### src/rtl/tribus_regfile_pkg.sv
package tribus_regfile_pkg;
    localparam int IR_W      = 32;
    localparam int SEL_W     = 3;
    localparam int NUM_REGS  = 1 << SEL_W;
    localparam int OP_MSB    = 31;
    localparam int OP_W      = 5;
    localparam int FA_LSB    = 23;   // destination / store source field
    localparam int FB_LSB    = 20;   // second source / index field
    localparam int FC_LSB    = 17;   // first source field
    localparam logic [OP_W-1:0] OP_STORE = 5'b01101;

    typedef logic [SEL_W-1:0] sel_t;
endpackage

### src/rtl/tribus_sel_decode.sv
module tribus_sel_decode
    import tribus_regfile_pkg::*;
(
    input  logic [OP_W-1:0] opcode,
    input  sel_t            fld_a,
    input  sel_t            fld_b,
    input  sel_t            fld_c,
    output sel_t            sel_src1,
    output sel_t            sel_src2,
    output sel_t            sel_dst
);
    always_comb begin
        sel_dst  = fld_a;
        sel_src2 = fld_b;
        unique case (opcode == OP_STORE)
            1'b1:    sel_src1 = fld_a;
            default: sel_src1 = fld_c;
        endcase
    end
endmodule

### src/rtl/tribus_reg_store.sv
module tribus_reg_store
    import tribus_regfile_pkg::*;
#(
    parameter int DATA_W = 32
) (
    input  logic              clk,
    input  logic              rst,
    input  logic              wr_en,
    input  sel_t              wr_sel,
    input  logic [DATA_W-1:0] wr_data,
    output logic [DATA_W-1:0] rd_all [NUM_REGS]
);
    assign rd_all[0] = '0;

    for (genvar g = 1; g < NUM_REGS; g++) begin : g_reg
        logic [DATA_W-1:0] q;
        always_ff @(posedge clk) begin
            if (rst) begin
                q <= '0;
            end else if (wr_en && (wr_sel == sel_t'(g))) begin
                q <= wr_data;
            end
        end
        assign rd_all[g] = q;
    end
endmodule

### src/rtl/tribus_read_port.sv
module tribus_read_port
    import tribus_regfile_pkg::*;
#(
    parameter int DATA_W = 32
) (
    input  logic              en,
    input  sel_t              sel,
    input  logic [DATA_W-1:0] rd_all [NUM_REGS],
    output logic [DATA_W-1:0] bus
);
    always_comb begin
        bus = '0;
        if (en) begin
            bus = rd_all[sel];
        end
    end
endmodule

### src/rtl/tribus_regfile.sv
module tribus_regfile
    import tribus_regfile_pkg::*;
#(
    parameter int DATA_W = 32
) (
    input  logic              clk,
    input  logic              rst,
    input  logic [IR_W-1:0]   ir,
    input  logic              rd1_en,
    input  logic              rd2_en,
    input  logic              wr_en,
    input  logic [DATA_W-1:0] b3_bus,
    output logic [DATA_W-1:0] b1_bus,
    output logic [DATA_W-1:0] b2_bus
);
    localparam int NUM_RD = 2;

    sel_t              sel_src1, sel_src2, sel_dst;
    sel_t              rd_sel [NUM_RD];
    logic              rd_en  [NUM_RD];
    logic [DATA_W-1:0] rd_bus [NUM_RD];
    logic [DATA_W-1:0] rd_all [NUM_REGS];
    logic              unused_ir;

    assign unused_ir = ^{ir[FA_LSB+SEL_W], ir[FC_LSB-1:0]};

    tribus_sel_decode u_dec (
        .opcode   (ir[OP_MSB -: OP_W]),
        .fld_a    (ir[FA_LSB +: SEL_W]),
        .fld_b    (ir[FB_LSB +: SEL_W]),
        .fld_c    (ir[FC_LSB +: SEL_W]),
        .sel_src1 (sel_src1),
        .sel_src2 (sel_src2),
        .sel_dst  (sel_dst)
    );

    tribus_reg_store #(.DATA_W(DATA_W)) u_store (
        .clk     (clk),
        .rst     (rst),
        .wr_en   (wr_en),
        .wr_sel  (sel_dst),
        .wr_data (b3_bus),
        .rd_all  (rd_all)
    );

    assign rd_sel[0] = sel_src1;
    assign rd_sel[1] = sel_src2;
    assign rd_en[0]  = rd1_en;
    assign rd_en[1]  = rd2_en;

    for (genvar p = 0; p < NUM_RD; p++) begin : g_rd
        tribus_read_port #(.DATA_W(DATA_W)) u_port (
            .en     (rd_en[p]),
            .sel    (rd_sel[p]),
            .rd_all (rd_all),
            .bus    (rd_bus[p])
        );
    end

    assign b1_bus = rd_bus[0];
    assign b2_bus = rd_bus[1];
endmodule

### config.mk
export PLATFORM = sky130hd
export DESIGN_NAME = tribus_regfile
export DESIGN_NICKNAME = d
export VERILOG_FILES = /design/src/rtl/tribus_regfile_pkg.sv /design/src/rtl/tribus_sel_decode.sv /design/src/rtl/tribus_reg_store.sv /design/src/rtl/tribus_read_port.sv /design/src/rtl/tribus_regfile.sv
export SDC_FILE = /design/constraint.sdc
export NUM_CORES = 1
export LEC_CHECK = 0
export ABC_AREA = 1
export BUFFER_PORTS_ARGS = -buffer_cell sky130_fd_sc_hd__buf_2
export CORE_MARGIN = 1.5
export CORE_UTILIZATION = 40
export CTS_BUF_LIST = sky130_fd_sc_hd__clkbuf_4 sky130_fd_sc_hd__clkbuf_8
export CTS_CLUSTER_DIAMETER = 100
export DETAILED_ROUTE_END_ITERATION = 10
export GPL_ROUTABILITY_DRIVEN = 0
export PLACE_DENSITY = 0.68
export SETUP_SLACK_MARGIN = 0.15
export SLEW_MARGIN = 30
export SYNTH_ARGS = -nofsm -noshare
export SYNTH_HDL_FRONTEND = slang
export SYNTH_SLANG_ARGS = --single-unit
export TNS_END_PERCENT = 5
### constraint.sdc
create_clock -name clk -period 1.3 [get_ports clk]
set_input_delay 0 -clock clk [delete_from_list [all_inputs] [get_ports clk]]
set_output_delay 0 -clock clk [all_outputs]
set_load 0.005 [all_outputs]
# Yosys cells after proc, flatten, opt, wreduce, memory -nomap -nowiden
# Cells that the tools add are included.
# word_totals
ff_bits,224
out_inout_bits,64
wordCells,35
# classes
order_cmp,2
n_eq_ne,8
n_mux,9
bitwise_logic,2
n_reduce_logical,7
# ops
operator,count
$bmux W32 S3,2
$mux W32,6
$eq A3 B3 Y1 const B,4
$ge A4 B4 Y1 const B,2
$not A3 Y4,2
$logic_and A1 B1 Y1,7
$eq A3 B2 Y1 const B,2
$eq A5 B4 Y1 const B,1
$eq A3 B1 Y1 const B,1
$mux W3,1

# Longest topological paths before layout
# depth
word_depth,7
depth_mapped,12

# Cells and area by module
# A second synthesis with hierarchy kept.
# hier_totals
hier_cells,3028
area_unflattened_um2,16024.1
# by_module_without_submodules
module,instances,cells_each,area_per_inst_um2,seq_area_each_um2
tribus_reg_store,1,1297,9003.6,4484.3
tribus_read_port,2,853,3449.6,0.0
tribus_sel_decode,1,25,121.4,0.0

# Worst setup path before layout
# OpenSTA, ideal clock, no wires.
# synth_timing
path_kind,input-to-output
startpoint,input ir[30]
endpoint,output b1_bus[23]
arrival_ns,1.078
required_ns,1.300
path_slack_ns,0.222
path_stages,9
n_path_buf,1
cell_sequence,nand2_1 > nor2_4 > nand2_2 > o21ai_4 > clkbuf_1 > nor2_1 > nand2_1 > nand2_1 > nor2_1
# synth_via
elab_chain_cells,7
# synth_lines
element,line,text
start: declaration,tribus_regfile.sv:8,"input logic [IR_W-1:0] ir,"
$eq A5 B4 Y1,tribus_sel_decode.sv:15,unique case (opcode == OP_STORE)
$mux W3,tribus_sel_decode.sv:15,
$not A3 Y4 (implied by the code),tribus_read_port.sv:14,bus = rd_all[sel];
$bmux W32 S3,tribus_read_port.sv:14,
$mux W32 (implied by the code) (2 in a row),tribus_read_port.sv:14,
$mux W32,tribus_read_port.sv:13,if (en) begin
end: declaration,tribus_regfile.sv:13,"output logic [DATA_W-1:0] b1_bus,"
# No other way between the ends. The select of a mux whose other input is x is not followed.

# Final worst setup path
# layout_timing
startpoint,register u_store.g_reg[1].q[15]
endpoint,output b2_bus[15]
# layout_via
elab_chain_cells,4
# layout_lines
element,line,text
start: declaration,tribus_reg_store.sv:16,logic [DATA_W-1:0] q;
start signal: assignment,tribus_reg_store.sv:21,q <= wr_data;
$bmux W32 S3,tribus_read_port.sv:14,
$mux W32 (implied by the code) (2 in a row),tribus_read_port.sv:14,
$mux W32,tribus_read_port.sv:13,
end: declaration,tribus_regfile.sv:14,output logic [DATA_W-1:0] b2_bus
# No other way between the ends. The select of a mux whose other input is x is not followed.

==> summary.md <==
Input and output buffers added on the ports amount to 114. The detailed-route vias per instance is 5.60, and the basic-gate share of the synthesized area counting and, or, nand and nor cells is 29.2%. After synthesis, the largest family of logic cells by area is simple AND/OR/NAND/NOR gates. Among all flip-flop cells after synthesis, the most frequent one is sky130_fd_sc_hd__dfxtp_1. After global routing the overflow that remains totals 0. For this run, the register share of the synthesized area comes to 35.8%.

The worst register-to-register path ends at u_store.g_reg[4].q[21]. The global-route total usage across every layer is 27.1%. The worst hold path terminates at u_store.g_reg[4].q[0].

In this run the static leakage power is 0.00677 µW. The clock reaches the later pin of the worst-skew pair after 0.56 ns. Averaged over all synthesized cells, the footprint is 6.37 µm². The slack of the critical path came out at -0.363 ns.

Across the VDD grid, the largest voltage drop is 0.817 mV. Counting I/O delays and the setup requirement, the final critical path takes 1.66 ns. The transition time of the tightest slew-check pin works out to 0.958 ns.

For this configuration, the core starts out at a cell density of 40.8%. The final-report hold violation count was 0; the TritonCTS buffer count was 42. The total setup violations reported at the end of the flow is 64. The setup path with the least slack is of type flop to output port. Maximum level of the CTS H-tree: 2. In this run, the number of DRC markers left after iteration 0 of detailed routing was 1711.

The register bit total from synthesis is 224, and the multiplexer fraction of the synthesized cell area is 0%. Entering global routing, the biggest net connects 53 pins. The logs give 13400 for the number of global-route vias before repair and 72200 µm for the global-route wire length before repair. Summing the areas of all compound-gate instances in the mapped netlist gives 24.1% of the synthesized area. The tools report the count of fill cells added during filler insertion as 2984. In this run the remaining antenna-violating nets after routing total 0. For the worst setup path, the data required time is 1.30 ns. Yosys printed 0 warnings.

The synthesized netlist devotes 0% of its cell area to XOR and XNOR gates. Portion of synthesized cell area occupied by the leading cell type: 35.8%. The checks that failed: negative setup slack.

Sorting the synthesized cells by area gives the leading types as sky130_fd_sc_hd__dfxtp_1 (36%), sky130_fd_sc_hd__nand2_1 (13%), sky130_fd_sc_hd__nor2_1 (11%). The run gives 64 as the number of cell rows. In this run the most critical hold path is launched from ir[24]. The run gives 0.00453 mm² as the total area of sequential cells. The largest single stage delay on the critical path is 0.31 ns. More flip-flops sit in one register than any other, and that register is u_store.g.q. The clock root buffer is sky130_fd_sc_hd__clkbuf_8. In this run the vertical extent of the chip is 180 µm. The logs give 14200 for the vias after detailed routing and 0.0125 mm² for the synthesized area. Compared with the post-synthesis result, the final layout area differs by 27.1%. Leaving out fill and tap cells, the most frequent cells in the layout are sky130_fd_sc_hd__nand2_1 (423), sky130_fd_sc_hd__nor2_1 (338), sky130_fd_sc_hd__dfxtp_1 (191), sky130_fd_sc_hd__a211oi_1 (160), sky130_fd_sc_hd__inv_1 (157). In the final layout, the registers with the most flip-flops are u_store.g.q (224). The sort of element at the start of the critical path was a flop. The worst register-to-register path has a setup slack of 0.18 ns.

Pin placement for this block handled 133 I/O pins. The flow ran to the end, but the final reports show violations. The worst register-to-register path begins at u_store.g_reg[4].q[21]. The repair_antennas step left the layout with diodes totalling 0. STA classifies the critical path endpoint as an output port. Cells with a size suffix above 1 make up 19.0% of the layout. The class of the tightest hold or removal check was primary input to flop. The library cell used most frequently in the layout, excluding fill and tap cells, is sky130_fd_sc_hd__nand2_1. The logs give 0 ns for the clock tree skew after final layout and 1968 for the number of standard cells after synthesis.

For this block, the routed nets add up to 45100 µm of wire. Measured on the finished design, the core utilization comes to 51.9%. The die boundary width is 180 µm, and the count of TritonRoute iterations in the first routing pass is 8. The area of the die was 0.0324 mm²; the number of cells traversed by the worst hold path was 6. The number of flip-flops in the largest register is 224, and the maximum buffer depth of the clock tree is 3. Max-cap violations in this run came to 0. TritonCTS built the clock tree.

The core region is 0.0307 mm². Counting every sink on the clock net gives 224. The critical path's slowest cell is sky130_fd_sc_hd__dfxtp_1. After clock tree synthesis, the clock-pin slew on the worst setup and hold paths is 0.06 ns. The signal on the critical path passes through inv_1 -> o31ai_1 -> o21ai_0 -> a31oi_1 -> buf_2. Summing all multi-input logic gate instances after layout gives 0.00690 mm².

The final max-slew violation count was 0. The biggest area consumer among synthesized cells was sky130_fd_sc_hd__dfxtp_1. In this run the power density over the cells is 1110 mW/mm². Setup repair after global routing could not meet its margin everywhere. Of all nets on the critical path, the largest fanout is 3. The number of nets in the layout is 2184, and the arithmetic-cell share of the synthesized area counting full adders, half adders and majority gates is 0%.

The number of remaining DRC errors was 0; the final period utilization was 128%. For the timing-limited maximum frequency, the log shows 601 MHz. After synthesis, the netlist uses 23 different library cells.

The async set or reset register ratio after synthesis is 0%. The number of antenna violations at the first check in global routing was 0. Measured against its own limit, the worst slew margin works out to 36.2%.

Prior to clock tree synthesis, the placed netlist has a worst setup slack of -0.244 ns. The half-perimeter wire length of the detailed placement result is 28400 µm. For the worst flop-to-flop path, the logic depth is 3.

Data on the critical path arrives at its endpoint at 1.66 ns. The number of enable flip-flop cells after synthesis is 0, and the average wire per standard cell is 17.8 µm. The run gives 2037 as the net count after synthesis.
==> report_power, final <==
| group | internal [µW] | switching, µW |
|---|---|---|
| combinational | 1160 | 1940 |
| clock | 4210 | 3150 |
| sequential | 7090 | 85.6 |
==> area by class of cell <==
cell class	instances	share of cell area, %
flip-flops and latches	224	28.4
clock buffers	67	5.16
inverters	175	4.14
clock inverters	8	0.456
well taps	396	3.11
repair buffers	269	15.3
multi-input cells	1403	43.4
==> cell families after synthesis <==
kind of cell	after synthesis
AND/OR/NAND/NOR	922
AO/OA/AOI/OAI	481
buffers and inverters	341
flip-flops	224
==> synth_stat cells (27+ instances only) <==
master	n
sky130_fd_sc_hd__nor2_1	359
sky130_fd_sc_hd__inv_1	168
sky130_fd_sc_hd__dfxtp_1	224
sky130_fd_sc_hd__a21oi_1	128
sky130_fd_sc_hd__nand3_1	130
sky130_fd_sc_hd__nand2_1	426
sky130_fd_sc_hd__o211ai_1	32
sky130_fd_sc_hd__a211oi_1	160
sky130_fd_sc_hd__o21ai_0	96
sky130_fd_sc_hd__o31ai_1	32
sky130_fd_sc_hd__clkbuf_1	123
sky130_fd_sc_hd__buf_2	27
sky130_fd_sc_hd__a31oi_1	32
==> through the flow <==
| step | instance area, µm² | std cells | setup TNS, ns | total power, µW | hold slack [ns] |
|---|---|---|---|---|---|
| after detailed placement | 14200 | 2414 | -5.90 | 10100 | 0.328 |
| after global placement | 14200 | 2414 | -6.01 | 10100 | 0.322 |
| final | 15900 | 2542 | -16.17 | 17600 | 0.0616 |
| after global routing | 15900 | 2542 | -22.14 | 18400 | 0.0661 |
| after CTS | 15800 | 2540 | -17.17 | 17700 | 0.0253 |
| after floorplan | 12500 | 1968 | 0 | 8940 | 0.0803 |
==> routing by layer <==
metal,track usage (%),share of wire (%)
met4,9.57,2.8
met3,5.09,9.2
met2,43.4,45
met5,0,0
met1,36.5,43
==> critical path, delay by kind of cell (launching register included) <==
kind | cells | cell delay [ns]
AOI/OAI and AO/OA | 3 | 0.57
DFF | 1 | 0.31
buffers and inverters | 2 | 0.24
==> what timing repair did <==
action	CTS	global route
setup buffers	2	1
setup endpoints to repair	64	94
hold buffers	49	1
resized for setup	76	56
endpoints found under the hold margin	224	2
pin swaps	15	17
==> worst max-delay path by stage <==
stage | startpoint | endpoint | cells after the start
2_1_floorplan | ir[30] | b1_bus[23] | 9
3_3_place_gp | ir[30] | b1_bus[6] | 13
3_5_place_dp | ir[30] | b1_bus[6] | 13
4_1_cts | u_store.g_reg[1].q[1] | b2_bus[1] | 5
5_1_grt | u_store.g_reg[4].q[18] | b2_bus[18] | 5
6_report | u_store.g_reg[1].q[15] | b2_bus[15] | 5
Power figures use the tool's default switching activity.
